File: src/rtl/nfcw_pkg.sv
// Shared types and constants for the NFC target wake-up controller.
// Assumes 3-bit protocol codes and 8-bit command bytes.
package nfcw_pkg;
    typedef enum logic [2:0] {
        ST_OFF, ST_WAKE, ST_WAIT_RX, ST_ACTIVE, ST_ABORT
    } nfcw_state_e;

    localparam logic [2:0] CODE_NONE  = 3'd0;
    localparam logic [2:0] CODE_P106  = 3'd1;
    localparam logic [2:0] CODE_PF    = 3'd2;
    localparam logic [2:0] CODE_ACT   = 3'd3;
    localparam logic [2:0] CODE_EMU_A = 3'd4;
    localparam logic [2:0] CODE_EMU_B = 3'd5;
    localparam logic [2:0] CODE_UNK   = 3'd7;

    localparam logic [7:0] CMD_SENS  = 8'h26;
    localparam logic [7:0] CMD_ALL   = 8'h52;
    localparam logic [7:0] CMD_SENSB = 8'h05;
    localparam logic [7:0] CMD_SENSF = 8'h00;
    localparam logic [7:0] CMD_ATR   = 8'hD4;
endpackage

File: src/rtl/nfcw_field_det.sv
// Registered RF field comparator.
// Reports detection when the threshold is non-zero and the level exceeds it.
// Assumes field_lvl is already sampled in the clk domain.
module nfcw_field_det #(
    parameter int LVL_W = 3
) (
    input  logic             clk,
    input  logic             rst_n,
    input  logic [LVL_W-1:0] thr_i,
    input  logic [LVL_W-1:0] lvl_i,
    output logic             det_o
);
    // Register the comparison result once per clock.
    always_ff @(posedge clk) begin
        if (!rst_n) det_o <= 1'b0;
        else        det_o <= (thr_i != '0) && (lvl_i > thr_i);
    end

    // a zero threshold never produces a detection.
    p_thr_zero_r1: assert property (@(posedge clk) disable iff (!rst_n)
        (thr_i == '0) |=> !det_o);
endmodule

File: src/rtl/nfcw_cmd_class.sv
// Combinational classifier for the first initiator command.
// Uses the first byte, plus the length for the 0x00 command.
// Card emulation remaps the A/B polls.
module nfcw_cmd_class #(
    parameter int LEN_W     = 4,
    parameter int SENSF_LEN = 5
) (
    input  logic [7:0]       byte0_i,
    input  logic [LEN_W-1:0] len_i,
    input  logic             cemu_i,
    output logic [2:0]       code_o,
    output logic             known_o,
    output logic             sdd_cmd_o
);
    import nfcw_pkg::*;
    localparam logic [LEN_W-1:0] FLEN = LEN_W'(SENSF_LEN);

    // Map the first byte and the mode to a protocol code.
    always_comb begin
        code_o    = CODE_UNK;
        sdd_cmd_o = 1'b0;
        if (byte0_i == CMD_SENS || byte0_i == CMD_ALL) begin
            code_o    = cemu_i ? CODE_EMU_A : CODE_P106;
            sdd_cmd_o = 1'b1;
        end else if (byte0_i == CMD_SENSF && len_i == FLEN) begin
            code_o = CODE_PF;
        end else if (byte0_i == CMD_ATR) begin
            code_o = CODE_ACT;
        end else if (byte0_i == CMD_SENSB && cemu_i) begin
            code_o = CODE_EMU_B;
        end
        known_o = (code_o != CODE_UNK);
    end
endmodule

File: src/rtl/nfcw_irq_stat.sv
// Sticky IRQ status bits with read-to-clear and a masked interrupt line.
// A set in the same cycle as a read wins over the clear.
module nfcw_irq_stat #(
    parameter int W = 8
) (
    input  logic         clk,
    input  logic         rst_n,
    input  logic [W-1:0] set_i,
    input  logic         rd_i,
    input  logic [W-1:0] mask_i,
    output logic [W-1:0] stat_o,
    output logic         pin_o
);
    for (genvar i = 0; i < W; i++) begin : g_bit
        // Hold each status bit until the host reads it.
        always_ff @(posedge clk) begin
            if (!rst_n)        stat_o[i] <= 1'b0;
            else if (set_i[i]) stat_o[i] <= 1'b1;
            else if (rd_i)     stat_o[i] <= 1'b0;
        end
    end

    // Drive the interrupt line from the unmasked status bits.
    always_comb pin_o = |(stat_o & ~mask_i);

    // a read with no new event empties the status.
    p_clear_r12: assert property (@(posedge clk) disable iff (!rst_n)
        (rd_i && set_i == '0) |=> (stat_o == '0));
endmodule

File: src/rtl/nfc_tgt_wake.sv
// NFC target wake-up sequencer and protocol selector (top level).
// Wakes on field strength and waits for the oscillator. Needs host confirmation
// before the first frame, classifies that frame and aborts on field loss.
// Assumes rx_vld is a single-cycle strobe with rx_byte0/rx_len valid alongside.
module nfc_tgt_wake #(
    parameter int LVL_W     = 3,
    parameter int LEN_W     = 4,
    parameter int SENSF_LEN = 5
) (
    input  logic             clk,
    input  logic             rst_n,
    input  logic [LVL_W-1:0] field_lvl,
    input  logic             osc_stable,
    input  logic             ext_en,
    input  logic             rx_vld,
    input  logic [7:0]       rx_byte0,
    input  logic [LEN_W-1:0] rx_len,
    input  logic             wr_en,
    input  logic [1:0]       wr_addr,
    input  logic [7:0]       wr_data,
    input  logic             irq_rd,
    output logic             int_en,
    output logic [7:0]       irq_stat,
    output logic             irq,
    output logic [7:0]       osc_stat,
    output logic [7:0]       proto_stat,
    output logic             fifo_fwd
);
    import nfcw_pkg::*;
    localparam int BIT_FC = 2;
    localparam int BIT_RX = 6;

    nfcw_state_e      st;
    logic [LVL_W-1:0] thr;
    logic             auto_sdd, cemu, host_en, armed, osc_ok, det;
    logic [7:0]       mask, irq_set;
    logic [2:0]       code, cls_code;
    logic             cls_known, cls_sdd, awake, fc_set, rx_set;

    // Host-writable configuration registers.
    always_ff @(posedge clk) begin
        if (!rst_n) begin
            thr <= '0; auto_sdd <= 1'b0; cemu <= 1'b0;
            host_en <= 1'b0; mask <= '0;
        end else if (wr_en) begin
            case (wr_addr)
                2'd0: begin thr <= wr_data[LVL_W-1:0]; auto_sdd <= wr_data[5]; end
                2'd1: cemu    <= wr_data[0];
                2'd2: host_en <= wr_data[0];
                default: mask <= wr_data;
            endcase
        end
    end

    nfcw_field_det #(.LVL_W(LVL_W)) u_det (
        .clk(clk), .rst_n(rst_n), .thr_i(thr), .lvl_i(field_lvl), .det_o(det));

    nfcw_cmd_class #(.LEN_W(LEN_W), .SENSF_LEN(SENSF_LEN)) u_cls (
        .byte0_i(rx_byte0), .len_i(rx_len), .cemu_i(cemu),
        .code_o(cls_code), .known_o(cls_known), .sdd_cmd_o(cls_sdd));

    // Decode the awake states and the interrupt events.
    always_comb begin
        awake   = (st == ST_WAKE) || (st == ST_WAIT_RX) || (st == ST_ACTIVE);
        fc_set  = (awake && !det) || (st == ST_WAKE && det && osc_stable);
        rx_set  = det && rx_vld && ((st == ST_WAIT_RX) || (st == ST_ACTIVE));
        irq_set = '0;
        irq_set[BIT_FC] = fc_set;
        irq_set[BIT_RX] = rx_set;
    end

    nfcw_irq_stat #(.W(8)) u_irq (
        .clk(clk), .rst_n(rst_n), .set_i(irq_set), .rd_i(irq_rd),
        .mask_i(mask), .stat_o(irq_stat), .pin_o(irq));

    // Wake-up sequence, first-command classification and abort handling.
    always_ff @(posedge clk) begin
        if (!rst_n) begin
            st <= ST_OFF; armed <= 1'b1; osc_ok <= 1'b0;
            code <= CODE_NONE; fifo_fwd <= 1'b0;
        end else begin
            fifo_fwd <= 1'b0;
            case (st)
                ST_OFF: begin
                    if (!det) armed <= 1'b1;
                    else if (armed) begin
                        st <= ST_WAKE; code <= CODE_NONE;
                    end
                end
                ST_WAKE: begin
                    if (!det) st <= ST_ABORT;
                    else if (osc_stable) begin
                        st <= ST_WAIT_RX; osc_ok <= 1'b1;
                    end
                end
                ST_WAIT_RX: begin
                    if (!det) begin
                        st <= ST_ABORT; osc_ok <= 1'b0;
                    end else if (rx_vld) begin
                        if (!host_en) begin
                            st <= ST_OFF; armed <= 1'b0; osc_ok <= 1'b0;
                        end else begin
                            code <= cls_code;
                            if (cls_known) begin
                                st       <= ST_ACTIVE;
                                fifo_fwd <= !(auto_sdd && cls_sdd);
                            end
                        end
                    end
                end
                ST_ACTIVE: begin
                    if (!det) begin
                        st <= ST_ABORT; osc_ok <= 1'b0;
                    end
                end
                default: st <= ST_ABORT;
            endcase
        end
    end

    // Drive the status bytes and the enable.
    always_comb begin
        int_en     = ext_en | awake;
        osc_stat   = {1'b0, osc_ok, 6'b0};
        proto_stat = {det, 4'b0, code};
    end

    p_force_en_r2: assert property (@(posedge clk) disable iff (!rst_n)
        (st == ST_WAKE) |-> int_en);
    p_oscirq_r3: assert property (@(posedge clk) disable iff (!rst_n)
        $rose(osc_ok) |-> irq_stat[BIT_FC]);
    p_rxirq_r5: assert property (@(posedge clk) disable iff (!rst_n)
        (st == ST_WAIT_RX && rx_vld && det) |=> irq_stat[BIT_RX]);
    p_noconf_r6: assert property (@(posedge clk) disable iff (!rst_n)
        (st == ST_WAIT_RX && rx_vld && det && !host_en && !ext_en) |=> !int_en);
    p_abort_r10: assert property (@(posedge clk) disable iff (!rst_n)
        (st == ST_ABORT) |=> (st == ST_ABORT));
endmodule

File: config.mk
export PLATFORM = sky130hd
export DESIGN_NAME = nfc_tgt_wake
export DESIGN_NICKNAME = d
export VERILOG_FILES = /design/src/rtl/nfcw_pkg.sv /design/src/rtl/nfcw_field_det.sv /design/src/rtl/nfcw_cmd_class.sv /design/src/rtl/nfcw_irq_stat.sv /design/src/rtl/nfc_tgt_wake.sv
export SDC_FILE = /design/constraint.sdc
export NUM_CORES = 1
export LEC_CHECK = 0
export BUFFER_PORTS_ARGS = -buffer_cell sky130_fd_sc_hd__buf_4
export CAP_MARGIN = 20
export CORE_AREA = 2 2 57 59
export DETAILED_ROUTE_END_ITERATION = 8
export DIE_AREA = 0 0 59 61
export PLACE_DENSITY_LB_ADDON = 0.2
export SLEW_MARGIN = 20
export SYNTH_ARGS = -nofsm -noshare
export SYNTH_HDL_FRONTEND = slang
export SYNTH_SLANG_ARGS = --single-unit
File: constraint.sdc
create_clock -name clk -period 2.1 [get_ports clk]
set_input_delay 0.105 -clock clk [delete_from_list [all_inputs] [get_ports clk]]
set_output_delay 0.105 -clock clk [all_outputs]
set_load 0.02 [all_outputs]
# Yosys cells after proc, flatten, opt, wreduce, memory -nomap -nowiden

Index checks and enable logic that the tools add are counted.
Widths: inputs -> output; s select.

Register bits after elaboration: 26
Output and inout bits: 27
Input bits: 32
Logic and storage cells: 113

Reductions and logical operators: 35
Eq/ne operators: 25
Bitwise operators: 4
Magnitude comparators: 1
Muxes and demuxes: 35

Operators with widths:

| cell               | number |
|---|---|
| $mux 3             | 18 |
| $reduce_and 6->1   | 4 |
| $ne 2x2->1 const B | 7 |
| $mux 1             | 12 |
| $ne 3x3->1 const B | 4 |
| $pmux 3 s4         | 1 |
| $logic_and 1x1->1  | 9 |
| $and 7x8->8        | 1 |
| $eq 8x3->1 const B | 1 |
| $eq 8x6->1 const B | 1 |
| $eq 8x7->1 const B | 1 |
| $eq 8x8->1 const B | 1 |
| $logic_not 8->1    | 1 |
| $not 8->8          | 1 |
| $reduce_and 2->1   | 4 |
| $reduce_or 8->1    | 1 |
| $eq 3x2->1 const B | 2 |
| $ne 2x1->1 const B | 3 |
| $pmux 3 s2         | 1 |
| $reduce_bool 2->1  | 3 |
| $reduce_bool 3->1  | 2 |
| $logic_or 1x1->1   | 5 |
| $reduce_and 5->1   | 1 |
| $eq 4x3->1 const B | 1 |
| other kinds (14)   | 15 |

# Longest topological paths before layout

Depth after elaboration: 12
Mapped depth: 5

# Hierarchy

Synthesis repeated with hierarchy kept, for this count alone.

Cells, all modules: 198
Area total of the unflattened synthesis: 1,725.4 um^2

Modules (own cells, without submodules):

| module         | seq. area each (um^2) | instances | cells each | area an instance (um^2) |
|---|---|---|---|---|
| nfc_tgt_wake   | 460.4                 | 1         | 128        | 1,166.1 |
| nfcw_irq_stat  | 160.2                 | 1         | 39         | 320.3 |
| nfcw_cmd_class | 0.0                   | 1         | 18         | 133.9 |
| nfcw_field_det | 20.0                  | 1         | 13         | 105.1 |

# Worst setup path before layout

OpenSTA, ideal clock, no wires.

Kind: flip-flop to flip-flop
Start point: register u_det.det_o
End point: register code[0]
Path buffers: 1
Data required time: 2.041 ns
Stages on the path, launching flop included: 6
Library setup time: 0.059 ns
Path slack: 0.688 ns
Arrival: 1.353 ns
Path through: dfxtp_1 -> buf_2 -> nor4bb_1 -> o2111ai_1 -> a221oi_1 -> a31o_1

Word-level cells in the longest chain between the ends: 2

Ends and longest elaborated chain:

| item                         | RTL line             | RTL |
|---|---|---|
| start: declaration           | nfcw_field_det.sv:11 | `output logic det_o` |
| start signal: assignment     | nfcw_field_det.sv:16 | `else det_o <= (thr_i != '0) && (lvl_i > thr_i);` |
| $ne 2x1->1 (no line)         | -                    |  |
| $reduce_and 6->1 (no line) * | -                    |  |
| end signal: assignment       | nfc_tgt_wake.sv:103  | `code <= cls_code;` |
| end: declaration             | nfc_tgt_wake.sv:37   | `logic [2:0] code, cls_code;` |

Mark *: on every way between the ends. The rest lies on a longest branch, timed or not.
A chain may end at the register's enable or synchronous reset.

# Worst setup path in the final report

Same ends and word-level chain as after synthesis.

==> flow_summary_export.csv <==
group,metric,value,unit
timing,maxSlewHeadroom,0.642,
clock_tree,htreeDepth,1,
floorplan,dieArea,0.00360,sq mm
setup_path,r2r-start,"u_det.det_o$_SDFF_PN0_",
clock_tree,clockBufferDepth,2,
synthesis,synthTopCellsByCount,"20 x dfxtp_1, 20 x nor2_1, 19 x buf_4",
clock_tree,clk_pin_slew,0.12,ns
floorplan,pin_count,59,
setup_path,regToRegSetupSlack,0.43,ns
routing,vias,1180,
setup_path,worst-path-max-fanout,11,
floorplan,start_util,0.431,
synthesis,async_flop_share,0,
synthesis,synthTopCellsByArea,"dfxtp_1 31%, buf_4 11%, nor2_1 5.9%",
synthesis,synthFlopType,"dfxtp_1",
setup_path,arrival,1.92,ns
synthesis,yosys.area.top_type,"dfxtp_1",
setup_path,r2r_end,"code[0]$_SDFFE_PN0P_",
placed_design,port_buffers,38,
grt,grt_max_degree,15,
synthesis,synth_cells,154,
timing,post-route-min-period,1.67,ns
synthesis,synth_top_area_frac,0.314,
min_path,whs_endpoint,"armed$_SDFFE_PN1P_",
setup_path,crit_required,2.35,ns
cells_and_area,syn_to_final_growth,20.3,%
routing,drtIter0Drc,55,
min_path,hp-class,"primary input to flip-flop",
synthesis,post_synth_num_cell_types,44,
synthesis,yosys_warnings,0,
run_status,status,"finished, final reports clean",
pwr,p_leak,0.658,nW
pwr,p_per_area,729,mW/mm^2
pwr,intPower,0.706,mW
cells_and_area,fill_cells,294,
routing,dr.pass1.iters,5,
timing,setup_viol,0,
clock_tree,root_buffer,"clkbuf_4",
floorplan,coreArea,0.00295,sq mm
grt,antenna_found_initial,0,
setup_path,critical_path_class,"flip-flop to flip-flop",
pwr,clkPwrFrac,0.204,
timing,finalSetupTns,0,ns
clock_tree,postCtsSetupBuffers,0,
grt,grtUsageTotal,0.168,
routing,drc_errors,0,
clock_tree,cts_tree,"done",
cells_and_area,final_cells,221,
clock_tree,ctsHoldBuffers,0,
run,drv_cap,0,
cells_and_area,nets,224,
cells_and_area,antenna_cells,0,
setup_path,endpoint_kind,"flip-flop",
timing,fin_crit_sh,0.797,
clock_tree,cts_sinks,20,
timing,rsz0062_at_grt,"false",
floorplan,rows,20,
grt,first_global_vias,1034,
timing,hold-worst-slack,0.0240,ns
floorplan,die_x,59,microns
timing,maxSlewViolCount,0,
placed_design,hpwl,2210,microns
synthesis,ys_seq_area_frac,0.314,
routing,routedWlPerCell,12.7,microns
timing,clock_skew,0.00881,ns
timing,max_freq,0.598,GHz
grt,grt_pass1_wl,4600,microns
min_path,min_from,"rst_n",
grt,overflow,0,
clock_tree,cts.repair.resized,0,
pwr,switching_power,0.411,mW
clock_tree,cts_buffers,3,
routing,drtAntennaViolNets,0,
synthesis,synth_seq_cells,20,
clock_tree,clk_latency,0.30,ns
timing,hold_viol_final,0,
min_path,min_path_cells,2,
pwr,irDropWorstVdd,0.000436,V
pwr,p_sw_frac,0.368,
setup_path,cp-start-kind,"flip-flop",
synthesis,synth-edff-count,0,
floorplan,die_h,61,microns
routing,viasPerCell,5.34,
setup_path,ff2ff_path_depth,4,
placed_design,gp_congestion,0.793,
placed_design,dp_cells,217,
cells_and_area,drive_gt1_frac,0.255,
routing,drt-total-wl,2800,microns
timing,worst_pin_slew,0.531,ns
pwr,p_seq_frac,0.442,
synthesis,avgSynthCellArea,8.27,sq um
pwr,combPwrFrac,0.354,
synthesis,syn_area,0.00127,sq mm
[final cells by class]
| type | count | area (sq um) | share of cell area |
|---|---|---|---|
| clock buffers | 4 | 36.3 | 0.0237 |
| inverters | 12 | 45.0 | 0.0294 |
| well taps | 33 | 41.3 | 0.0269 |
| flip-flops and latches | 20 | 400 | 0.261 |
| repair buffers | 38 | 285 | 0.186 |
| multi-input cells | 114 | 724 | 0.473 |
[placed cells by master (no fill, tap or decap), drive strengths merged, types with 3 or more instances in the layout]
cell type / n
a21oi: 7
clkbuf: 4
a221oi: 4
conb: 17
a211oi: 3
nor2: 20
nor2b: 3
mux2i: 5
o21ai: 4
nand3: 4
inv: 12
ha: 3
nor3: 6
dfxtp: 20
buf: 38
nand2: 3
nor4bb: 3
[metrics by stage]
stage / setup WS [ns] / util / area [sq um] / total power [mW]
floorplan: 0.688 / - / 1330 / 0.799
global placement: 0.502 / 0.507 / 1500 / 0.889
detailed placement: 0.435 / 0.507 / 1500 / 0.897
CTS: 0.409 / 0.519 / 1530 / 1.12
global route: 0.238 / 0.519 / 1530 / 1.20
finish: 0.427 / 0.519 / 1530 / 1.12
[critical path: stages, from the launching register on]
cell	delay [ns]
dfxtp_1	0.53
nor4bb_1	0.40
o2111ai_1	0.29
a221oi_1	0.27
a31o_1	0.13
[state kept, by name (all words and copies together), names as in the netlist]
name and flops:
u_det.det_o 1, st 3, cemu 1, auto_sdd 1, armed 1, u_irq.stat_o 2, mask 2, thr 3
host_en 1, osc_ok 1, fifo_fwd 1, code 3
[power by group through the flow]
stage / registers (mW) / logic [mW] / clock network [mW]
floorplan: 0.455 / 0.344 / 0
global placement: 0.501 / 0.388 / 0
detailed placement: 0.502 / 0.395 / 0
CTS: 0.493 / 0.398 / 0.232
global route: 0.506 / 0.448 / 0.248
finish: 0.494 / 0.395 / 0.228
[how the worst max path moves through the flow]
stage / startpoint / end / slack [ns] / cells after the start
2_1_floorplan: u_det.det_o$_SDFF_PN0_ / code[0]$_SDFFE_PN0P_ / 0.69 / 5
3_3_place_gp: u_det.det_o$_SDFF_PN0_ / code[2]$_SDFFE_PN0P_ / 0.50 / 4
3_5_place_dp: u_det.det_o$_SDFF_PN0_ / code[0]$_SDFFE_PN0P_ / 0.43 / 4
4_1_cts: u_det.det_o$_SDFF_PN0_ / code[0]$_SDFFE_PN0P_ / 0.41 / 4
5_1_grt: u_det.det_o$_SDFF_PN0_ / code[2]$_SDFFE_PN0P_ / 0.24 / 4
6_report: u_det.det_o$_SDFF_PN0_ / code[0]$_SDFFE_PN0P_ / 0.43 / 4
[routing by layer]
metal | routed length (microns) | global-route usage | vias up
li1 | - | - | 590
met1 | 1230 | 0.210 | 530
met2 | 1350 | 0.292 | 56
met3 | 195 | 0.0299 | 4
met4 | 23 | 0.0552 | 0
met5 | 0 | 0 | -
[cell families after synthesis]
group           synth area share
simple gates               0.245
buf+inv                    0.164
compound gates             0.205
flops                      0.314
mux                       0.0393
fa+ha+maj                 0.0295
other cells              0.00294
No activity file was read; power rests on OpenSTA's default activity.
